<file path="src/rtl/lwc_pkg.sv">
`timescale 1ns/1ps
package lwc_pkg;

  typedef enum logic [1:0] {
    ST_IDLE = 2'd0,
    ST_SKIP = 2'd1,
    ST_CAPT = 2'd2,
    ST_DONE = 2'd3
  } lwcState_t;

  // strobes from control to datapath, valid for the current clock
  typedef struct packed {
    logic capture;
    logic first;
    logic last;
    logic abort;
  } lwcStrobes_t;

endpackage

</file>
<file path="src/rtl/lwcControl.sv">
`timescale 1ns/1ps
module lwcControl
  import lwc_pkg::*;
#(
  parameter int SKIP_W = 8,
  parameter int CNT_W  = 12
) (
  input  logic              clk,
  input  logic              rst,
  input  logic              lineValid,
  input  logic              dataValid,
  input  logic              armEn,
  input  logic              qualEn,
  input  logic [SKIP_W-1:0] skipCnt,
  input  logic [CNT_W-1:0]  activeCnt,
  output lwcStrobes_t       strobes
);

  localparam int CW = (SKIP_W > CNT_W) ? SKIP_W : CNT_W;

  lwcState_t state, nextState, effState;
  logic [CW-1:0] cnt, nextCnt, effCnt;
  logic lvPrev;
  logic riseNow, qualNow;
  logic [CW-1:0] skipLast, activeLast;

  assign riseNow    = lineValid & ~lvPrev;
  assign qualNow    = ~qualEn | dataValid;
  assign skipLast   = CW'(skipCnt) - CW'(1);
  assign activeLast = CW'(activeCnt) - CW'(1);

  // state as seen on this clock, after a possible rising edge
  always_comb begin
    effState      = state;
    effCnt        = cnt;
    strobes.abort = 1'b0;
    if (riseNow) begin
      strobes.abort = (state == ST_SKIP) || (state == ST_CAPT);
      effCnt        = '0;
      if (!armEn)              effState = ST_IDLE;
      else if (skipCnt != '0)  effState = ST_SKIP;
      else if (activeCnt != '0) effState = ST_CAPT;
      else                     effState = ST_DONE;
    end
  end

  always_comb begin
    nextState       = effState;
    nextCnt         = effCnt;
    strobes.capture = 1'b0;
    strobes.first   = 1'b0;
    strobes.last    = 1'b0;
    case (effState)
      ST_SKIP: begin
        if (qualNow) begin
          if (effCnt == skipLast) begin
            nextCnt   = '0;
            nextState = (activeCnt != '0) ? ST_CAPT : ST_DONE;
          end else begin
            nextCnt = effCnt + CW'(1);
          end
        end
      end
      ST_CAPT: begin
        if (qualNow) begin
          strobes.capture = 1'b1;
          strobes.first   = (effCnt == '0);
          strobes.last    = (effCnt == activeLast);
          if (effCnt == activeLast) begin
            nextCnt   = '0;
            nextState = ST_DONE;
          end else begin
            nextCnt = effCnt + CW'(1);
          end
        end
      end
      default: ;
    endcase
  end

  always_ff @(posedge clk) begin
    if (rst) begin
      state  <= ST_IDLE;
      cnt    <= '0;
      lvPrev <= 1'b0;
    end else begin
      state  <= nextState;
      cnt    <= nextCnt;
      lvPrev <= lineValid;
    end
  end

endmodule

</file>
<file path="src/rtl/lwcDatapath.sv">
`timescale 1ns/1ps
module lwcDatapath
  import lwc_pkg::*;
#(
  parameter int DATA_W = 8
) (
  input  logic              clk,
  input  logic              rst,
  input  lwcStrobes_t       strobes,
  input  logic [DATA_W-1:0] pixData,
  output logic              pixValid,
  output logic [DATA_W-1:0] pixOut,
  output logic              sol,
  output logic              eol
);

  always_ff @(posedge clk) begin
    if (rst) begin
      pixValid <= 1'b0;
      pixOut   <= '0;
      sol      <= 1'b0;
      eol      <= 1'b0;
    end else begin
      pixValid <= strobes.capture;
      sol      <= strobes.capture & strobes.first;
      eol      <= (strobes.capture & strobes.last) | strobes.abort;
      if (strobes.capture) pixOut <= pixData;
    end
  end

endmodule

</file>
<file path="src/rtl/lineWindowCtrl.sv">
`timescale 1ns/1ps
module lineWindowCtrl
  import lwc_pkg::*;
#(
  parameter int DATA_W = 8,
  parameter int SKIP_W = 8,
  parameter int CNT_W  = 12
) (
  input  logic              clk,
  input  logic              rst,
  input  logic              lineValid,
  input  logic              dataValid,
  input  logic [DATA_W-1:0] pixData,
  input  logic              armEn,
  input  logic              qualEn,
  input  logic [SKIP_W-1:0] skipCnt,
  input  logic [CNT_W-1:0]  activeCnt,
  output logic              pixValid,
  output logic [DATA_W-1:0] pixOut,
  output logic              sol,
  output logic              eol
);

  lwcStrobes_t strobes;

  lwcControl #(.SKIP_W(SKIP_W), .CNT_W(CNT_W)) u_control (
    .clk       (clk),
    .rst       (rst),
    .lineValid (lineValid),
    .dataValid (dataValid),
    .armEn     (armEn),
    .qualEn    (qualEn),
    .skipCnt   (skipCnt),
    .activeCnt (activeCnt),
    .strobes   (strobes)
  );

  lwcDatapath #(.DATA_W(DATA_W)) u_datapath (
    .clk      (clk),
    .rst      (rst),
    .strobes  (strobes),
    .pixData  (pixData),
    .pixValid (pixValid),
    .pixOut   (pixOut),
    .sol      (sol),
    .eol      (eol)
  );

endmodule

</file>
<file path="config.mk">
export PLATFORM = sky130hd
export DESIGN_NAME = lineWindowCtrl
export DESIGN_NICKNAME = d
export VERILOG_FILES = /design/src/rtl/lwc_pkg.sv /design/src/rtl/lwcControl.sv /design/src/rtl/lwcDatapath.sv /design/src/rtl/lineWindowCtrl.sv
export SDC_FILE = /design/constraint.sdc
export NUM_CORES = 1
export LEC_CHECK = 0
export CORE_MARGIN = 1.5
export CORE_UTILIZATION = 48
export CTS_CLUSTER_DIAMETER = 200
export DETAILED_ROUTE_END_ITERATION = 6
export GPL_TIMING_DRIVEN = 0
export PLACE_DENSITY = 0.78
export SETUP_SLACK_MARGIN = 0.05
export SLEW_MARGIN = 20
export SYNTH_ARGS = -nofsm -noshare
export SYNTH_HDL_FRONTEND = slang
export SYNTH_HIERARCHICAL = 1
export SYNTH_SLANG_ARGS = --single-unit
</file>
<file path="constraint.sdc">
create_clock -name clk -period 4.06 [get_ports clk]
set_clock_uncertainty 0.2 [all_clocks]
set_input_delay 0.812 -clock clk [delete_from_list [all_inputs] [get_ports clk]]
set_output_delay 0.812 -clock clk [all_outputs]
set_load 0.005 [all_outputs]
</file>
**Word-level counts from Yosys, hierarchy flattened**

Cells that the tools add are included.
W data, S select, Z words.

- Bits in registers: 26
- Bits of input ports: 34
- Output and inout port bits: 11

- Add/subtract/negate cells: 3
- Equal/unequal tests: 6
- Mux-type cells: 18
- Bitwise operators: 7
- Reduce and logical (&&, ||, !) cells: 4

Operator list:

| operator | number |
|---|---|
| $mux W12 | 5 |
| $eq A12 B12 Y1 | 2 |
| $pmux W12 S2 | 1 |
| $mux W2 | 7 |
| $add A12 B1 Y12 const B | 1 |
| $logic_not A12 Y1 | 1 |
| $reduce_bool A12 Y1 | 1 |
| $sub A12 B1 Y12 const B | 1 |
| $sub A8 B1 Y9 const B | 1 |
| $reduce_bool A8 Y1 | 1 |
| $mux W3 | 2 |
| $eq A2 B1 Y1 const B | 2 |
| $eq A2 B2 Y1 const B | 2 |
| $pmux W2 S2 | 1 |
| $and A1 B1 Y1 | 3 |
| $mux W1 | 2 |
| $not A1 Y1 | 2 |
| $or A1 B1 Y1 | 2 |
| $logic_or A1 B1 Y1 | 1 |

**Longest topological paths before layout**

- Depth after elaboration: 9
- Gate-level depth with buffers: 17

**Hierarchy**

The synthesis kept the hierarchy.

By module, submodules not included:

| module | instances | cells an instance | area an instance (µm²) | seq. area each (µm²) |
|---|---|---|---|---|
| lwcControl | 1 | 262 | 1995.7 | 300.3 |
| lwcDatapath | 1 | 33 | 375.4 | 220.2 |

**Worst setup path after synthesis**

No wires, ideal clock.

- Path type: input-to-reg
- From: input activeCnt[0]
- To: register u_control.cnt[3]
- Data arrival time: 4.032 ns
- Data required time: 3.757 ns
- Setup slack: -0.275 ns
- Stages on the path: 15
- Path through: buf_2 > inv_1 > ha_1 > or4b_1 > or3_1 > buf_2 > nor3_1 > o21ai_0 > o21ai_0 > ha_1 > nor2_1 > clkbuf_1 > nand4_1 > xor2_1 > a2111oi_2

- Word-level cells in the longest chain between the ends: 7
- Elaborated cells on any way between the ends: 12
- Classes of those cells: add/sub: 1; eq/ne: 3; mux: 7; reduce/logical: 1

Ends and longest elaborated chain:

| item | line | source |
|---|---|---|
| start, declared | lineWindowCtrl.sv:17 | `input logic [CNT_W-1:0] activeCnt,` |
| parallel branches: the longest is 6 deep, another holds $sub A12 B1 Y12 | - |  |
| $pmux W12 S2 (*) | lwcControl.sv:53 | `case (effState)` |
| end signal, assigned | lwcControl.sv:88 | `cnt <= nextCnt;` |
| end, declared | lwcControl.sv:22 | `logic [CW-1:0] cnt, nextCnt, effCnt;` |

Mark *: on every way between the ends.
A chain may end at the register's enable or synchronous reset.

**Worst setup path after layout**

- From: input activeCnt[2]
- To: register u_control.cnt[7]

Same word-level chain as after synthesis.

==> flow_summary.ini <==
[sta]
max_freq_ghz = 0.252
relSlewSlack_pct = 51.9
fin_crit_sh_pct = 97.7
finalMaxSlewViolations = 0
finalWorstPathRequiredPeriod_ps = 3970
fin_worst_hold_slack_ps = 300
report.final.hold_viol_count = 0
grt_setup_unrepaired = no
max_slew.worst_pin.slew_ps = 721
setup_viol = 0
fin_ws_ps = 93.4

[setup_path]
worst_r2r_path_depth = 13
ff_to_ff_start = u_control/lvPrev$_SDFF_PP0_
required_time_of_the_critical_path_ps = 4020
critical_path_maximum_fanout = 8
setup.worst_path.end_class = flip-flop
crit_arrival_ps = 3930
timing.reg2reg.setup_slack_ps = 870
capture_point_of_the_worst_reg_to_reg_path = u_control/cnt[7]$_SDFF_PP0_
criticalPathCategory = input port to flip-flop
critPathLaunchType = input port

[power]
worst_voltage_drop_across_the_vdd_grid_mv = 0.144
power_density_nw_per_um2 = 188
share_comb_of_total_power_pct = 26.5
share_clk_of_total_power_pct = 28.9
power_switching_share_pct = 27.9
total_leakage_power_nw = 1.02
cell_internal_pwr_mw = 0.417
seq_power_share_pct = 44.6
power.switching_mw = 0.161

[final_layout]
layout.filler_cells = 432
syn2layout_area_growth_pct = 29.9
layout.nets = 388
share_of_cells_above_drive_strength_1_pct = 15.3
final_cell_mix = sky130_fd_sc_hd__clkdlybuf4s50_1, sky130_fd_sc_hd__nor2_1, sky130_fd_sc_hd__dfxtp_1, sky130_fd_sc_hd__nand2_1, sky130_fd_sc_hd__xnor2_1
final_design_area_no_fill_sq_um = 3080
multiInputGateArea_sq_um = 1790
num_antenna_cells = 0
register_area_sq_um = 520
mostFrequentLayoutCell = sky130_fd_sc_hd__clkdlybuf4s50_1
layoutNonFillerInstCount = 413

[drt]
dr_total_vias = 2445
antenna_left = 0
totalWireLength_microns = 6540
vias_per_cell = 5.92
drt_pass1_iterations = 4
first_iter_violations = 177
detail_route.wl_per_cell_microns = 15.8
drc = 0

[yosys]
syn_nets = 336
ys_seq_elements = 26
avgSynthCellArea_sq_um = 8.04
post_synthesis_share_of_cell_area_spent_on_full_adders_half_adders_and_majority_gates_pct = 3.69
synth_warnings = 6
synth.mux.area_fraction_pct = 3.38
synth-edff-count = 0
synth_top_flop_cell = sky130_fd_sc_hd__dfxtp_1
synth_xor_area_share_pct = 10.8
post_synth_and_or_nand_nor_area_fraction_pct = 31.5
ys_seq_area_share_pct = 22.0
yosysUniqueCellTypes = 61
cells_after_synthesis = 295
compound_cell_area_share_of_the_yosys_netlist_pct = 22.3
async_reset_ff_share_pct = 0
post_synthesis_instance_area_sq_um = 2370
synth_top_family_by_area = simple AND/OR/NAND/NOR gates

[place]
place_ws_ps = -705
placed_cells = 403
hpwl_detailed_microns = 4870
post_dp_cell_area_sq_um = 2920
replace_congestion = 0.890
numPortBuffers = 41

[global_routing]
wire_length_of_the_first_global_routing_pass_microns = 10200
antenna_found_initial = 0
globalRouteOverflowTotal = 0
grt_util_all_layers_pct = 24.0
vias_in_the_first_global_route = 2219
grt_start_max_net_pins = 15

[floorplan]
core_area_sq_um = 4750
io-pin-count = 45
rows = 25
initial_core_util_pct = 49.9
die-height_microns = 73.3
total_die_area_sq_um = 5370
floorplan.die.width_microns = 73.3

[min_path]
hp_class = flip-flop to flip-flop
worst_hold_startpoint = u_datapath/pixOut[1]$_SDFFE_PP0P_
hold_depth = 2
min_delay_worst_endpoint = u_datapath/pixOut[1]$_SDFFE_PP0P_

[job]
max_cap_viol_count = 0

[clock_network]
clkLatencyLatePin_ps = 270
cts.clk_slew.worst_paths_ps = 90
clock_tree.buffer_depth = 2
ctsHtreeMaxLevel = 1
cts_root_buffer = sky130_fd_sc_hd__clkbuf_8
tritoncts = yes
cts_num_sinks = 26
cts_buffers = 3

[outcome]
outcome = finished clean
power by group through the flow:
stage,registers (mW),logic (mW),clock network (mW)
2_1_floorplan,0.263,0.0792,0
3_3_place_gp,0.264,0.134,0
3_5_place_dp,0.264,0.137,0
4_1_cts,0.258,0.146,0.171
5_1_grt,0.258,0.166,0.182
6_report,0.258,0.153,0.167
cell usage after synthesis (4+ instances only):
cell type                   n  share of area, %
sky130_fd_sc_hd__buf_2      4              0.84
sky130_fd_sc_hd__a31oi_1    7               1.8
sky130_fd_sc_hd__ha_1       7               3.7
sky130_fd_sc_hd__xor2_1     7               2.6
sky130_fd_sc_hd__and4b_1    4               1.7
sky130_fd_sc_hd__o21ai_0   12               2.5
sky130_fd_sc_hd__nand2_1   16               2.5
sky130_fd_sc_hd__clkbuf_1  11               1.7
sky130_fd_sc_hd__mux2i_1    8               3.4
sky130_fd_sc_hd__nor4_1     5               1.3
sky130_fd_sc_hd__and2_1     6               1.6
sky130_fd_sc_hd__a21oi_1   11               2.3
sky130_fd_sc_hd__and4_1     4               1.5
sky130_fd_sc_hd__xnor2_1   17               6.3
sky130_fd_sc_hd__a211oi_2   9               4.7
sky130_fd_sc_hd__nand4_1    7               1.8
sky130_fd_sc_hd__nor3_1     9               1.9
sky130_fd_sc_hd__dfxtp_1   26                22
sky130_fd_sc_hd__or3_1      9               2.4
sky130_fd_sc_hd__inv_1     15               2.4
sky130_fd_sc_hd__nand3_1    9               1.9
sky130_fd_sc_hd__nor2_1    31               4.9
worst max-delay path: stages:
cell                            delay, ps
sky130_fd_sc_hd__dlygate4sd2_1        310
sky130_fd_sc_hd__or4b_4               560
sky130_fd_sc_hd__or3_1                340
sky130_fd_sc_hd__buf_6                150
sky130_fd_sc_hd__nor3_4               250
sky130_fd_sc_hd__o21ai_1              110
sky130_fd_sc_hd__o21ai_2              250
sky130_fd_sc_hd__ha_4                 260
sky130_fd_sc_hd__nor2_4               110
sky130_fd_sc_hd__and4_4               250
sky130_fd_sc_hd__nand3_2              100
sky130_fd_sc_hd__xnor2_2              180
sky130_fd_sc_hd__a2111oi_2            240
kinds of logic (layout without fill, tap and decap cells):
family / count (synthesis) / after routing
buffers and inverters: 33 / 84
muxes: 8 / 8
DFF: 26 / 26
xor gates and xnor gates: 26 / 26
AOI/OAI and AO/OA: 67 / 67
adders and majority gates: 7 / 7
and+or+nand+nor: 128 / 128
how the worst max path moves through the flow:
| stage | cells past startpoint | end | start |
|---|---|---|---|
| finish | 13 | u_control/cnt[7]$_SDFF_PP0_ | activeCnt[2] |
| global route | 13 | u_control/cnt[7]$_SDFF_PP0_ | activeCnt[2] |
| CTS | 15 | u_control/cnt[7]$_SDFF_PP0_ | activeCnt[1] |
| detailed placement | 15 | u_control/cnt[7]$_SDFF_PP0_ | activeCnt[1] |
| global placement | 17 | u_control/cnt[7]$_SDFF_PP0_ | activeCnt[1] |
| floorplan | 16 | u_control/cnt[7]$_SDFF_PP0_ | activeCnt[0] |
metal layers:
| layer | global-route usage (%) | share of wire [%] | vias to the layer above |
|---|---|---|---|
| met4 | 4.61 | 1.1 | 0 |
| met3 | 4.12 | 7.2 | 6 |
| met1 | 32.3 | 45 | 1153 |
| li1 | - | - | 1197 |
| met2 | 40.6 | 47 | 89 |
| met5 | 0 | 0 | - |
flip-flops by register name, summed over array words and instances, names as in the netlist:
register,count
u_control/cnt,12
u_control/lvPrev,1
u_datapath/pixValid,1
u_datapath/sol,1
u_control/state,2
u_datapath/pixOut,8
u_datapath/eol,1
metrics by stage:
| step | setup TNS, ps | utilization (%) | power (mW) |
|---|---|---|---|
| CTS | 0 | 64.0 | 0.575 |
| global placement | -11810 | 61.3 | 0.398 |
| finish | 0 | 64.8 | 0.578 |
| floorplan | 0 | - | 0.343 |
| global route | 0 | 64.8 | 0.606 |
| detailed placement | -12760 | 61.3 | 0.401 |
layout make-up:
class                      instances  share of cell area [%]
clock buffer                       4                    1.79
multi-input combinational        236                    58.3
inverter                          15                    1.83
buffer                            18                    3.94
timing repair buffer              47                    14.5
sequential                        26                    16.9
tap                               67                    2.72
repair_timing:
action / in CTS / in global routing
endpoints found under the setup margin: 24 / 22
hold buffers: 0 / 0
pin swaps: 9 / 5
resized for setup: 12 / 10
setup buffers: 3 / 3
Power figures use the tool's default switching activity.
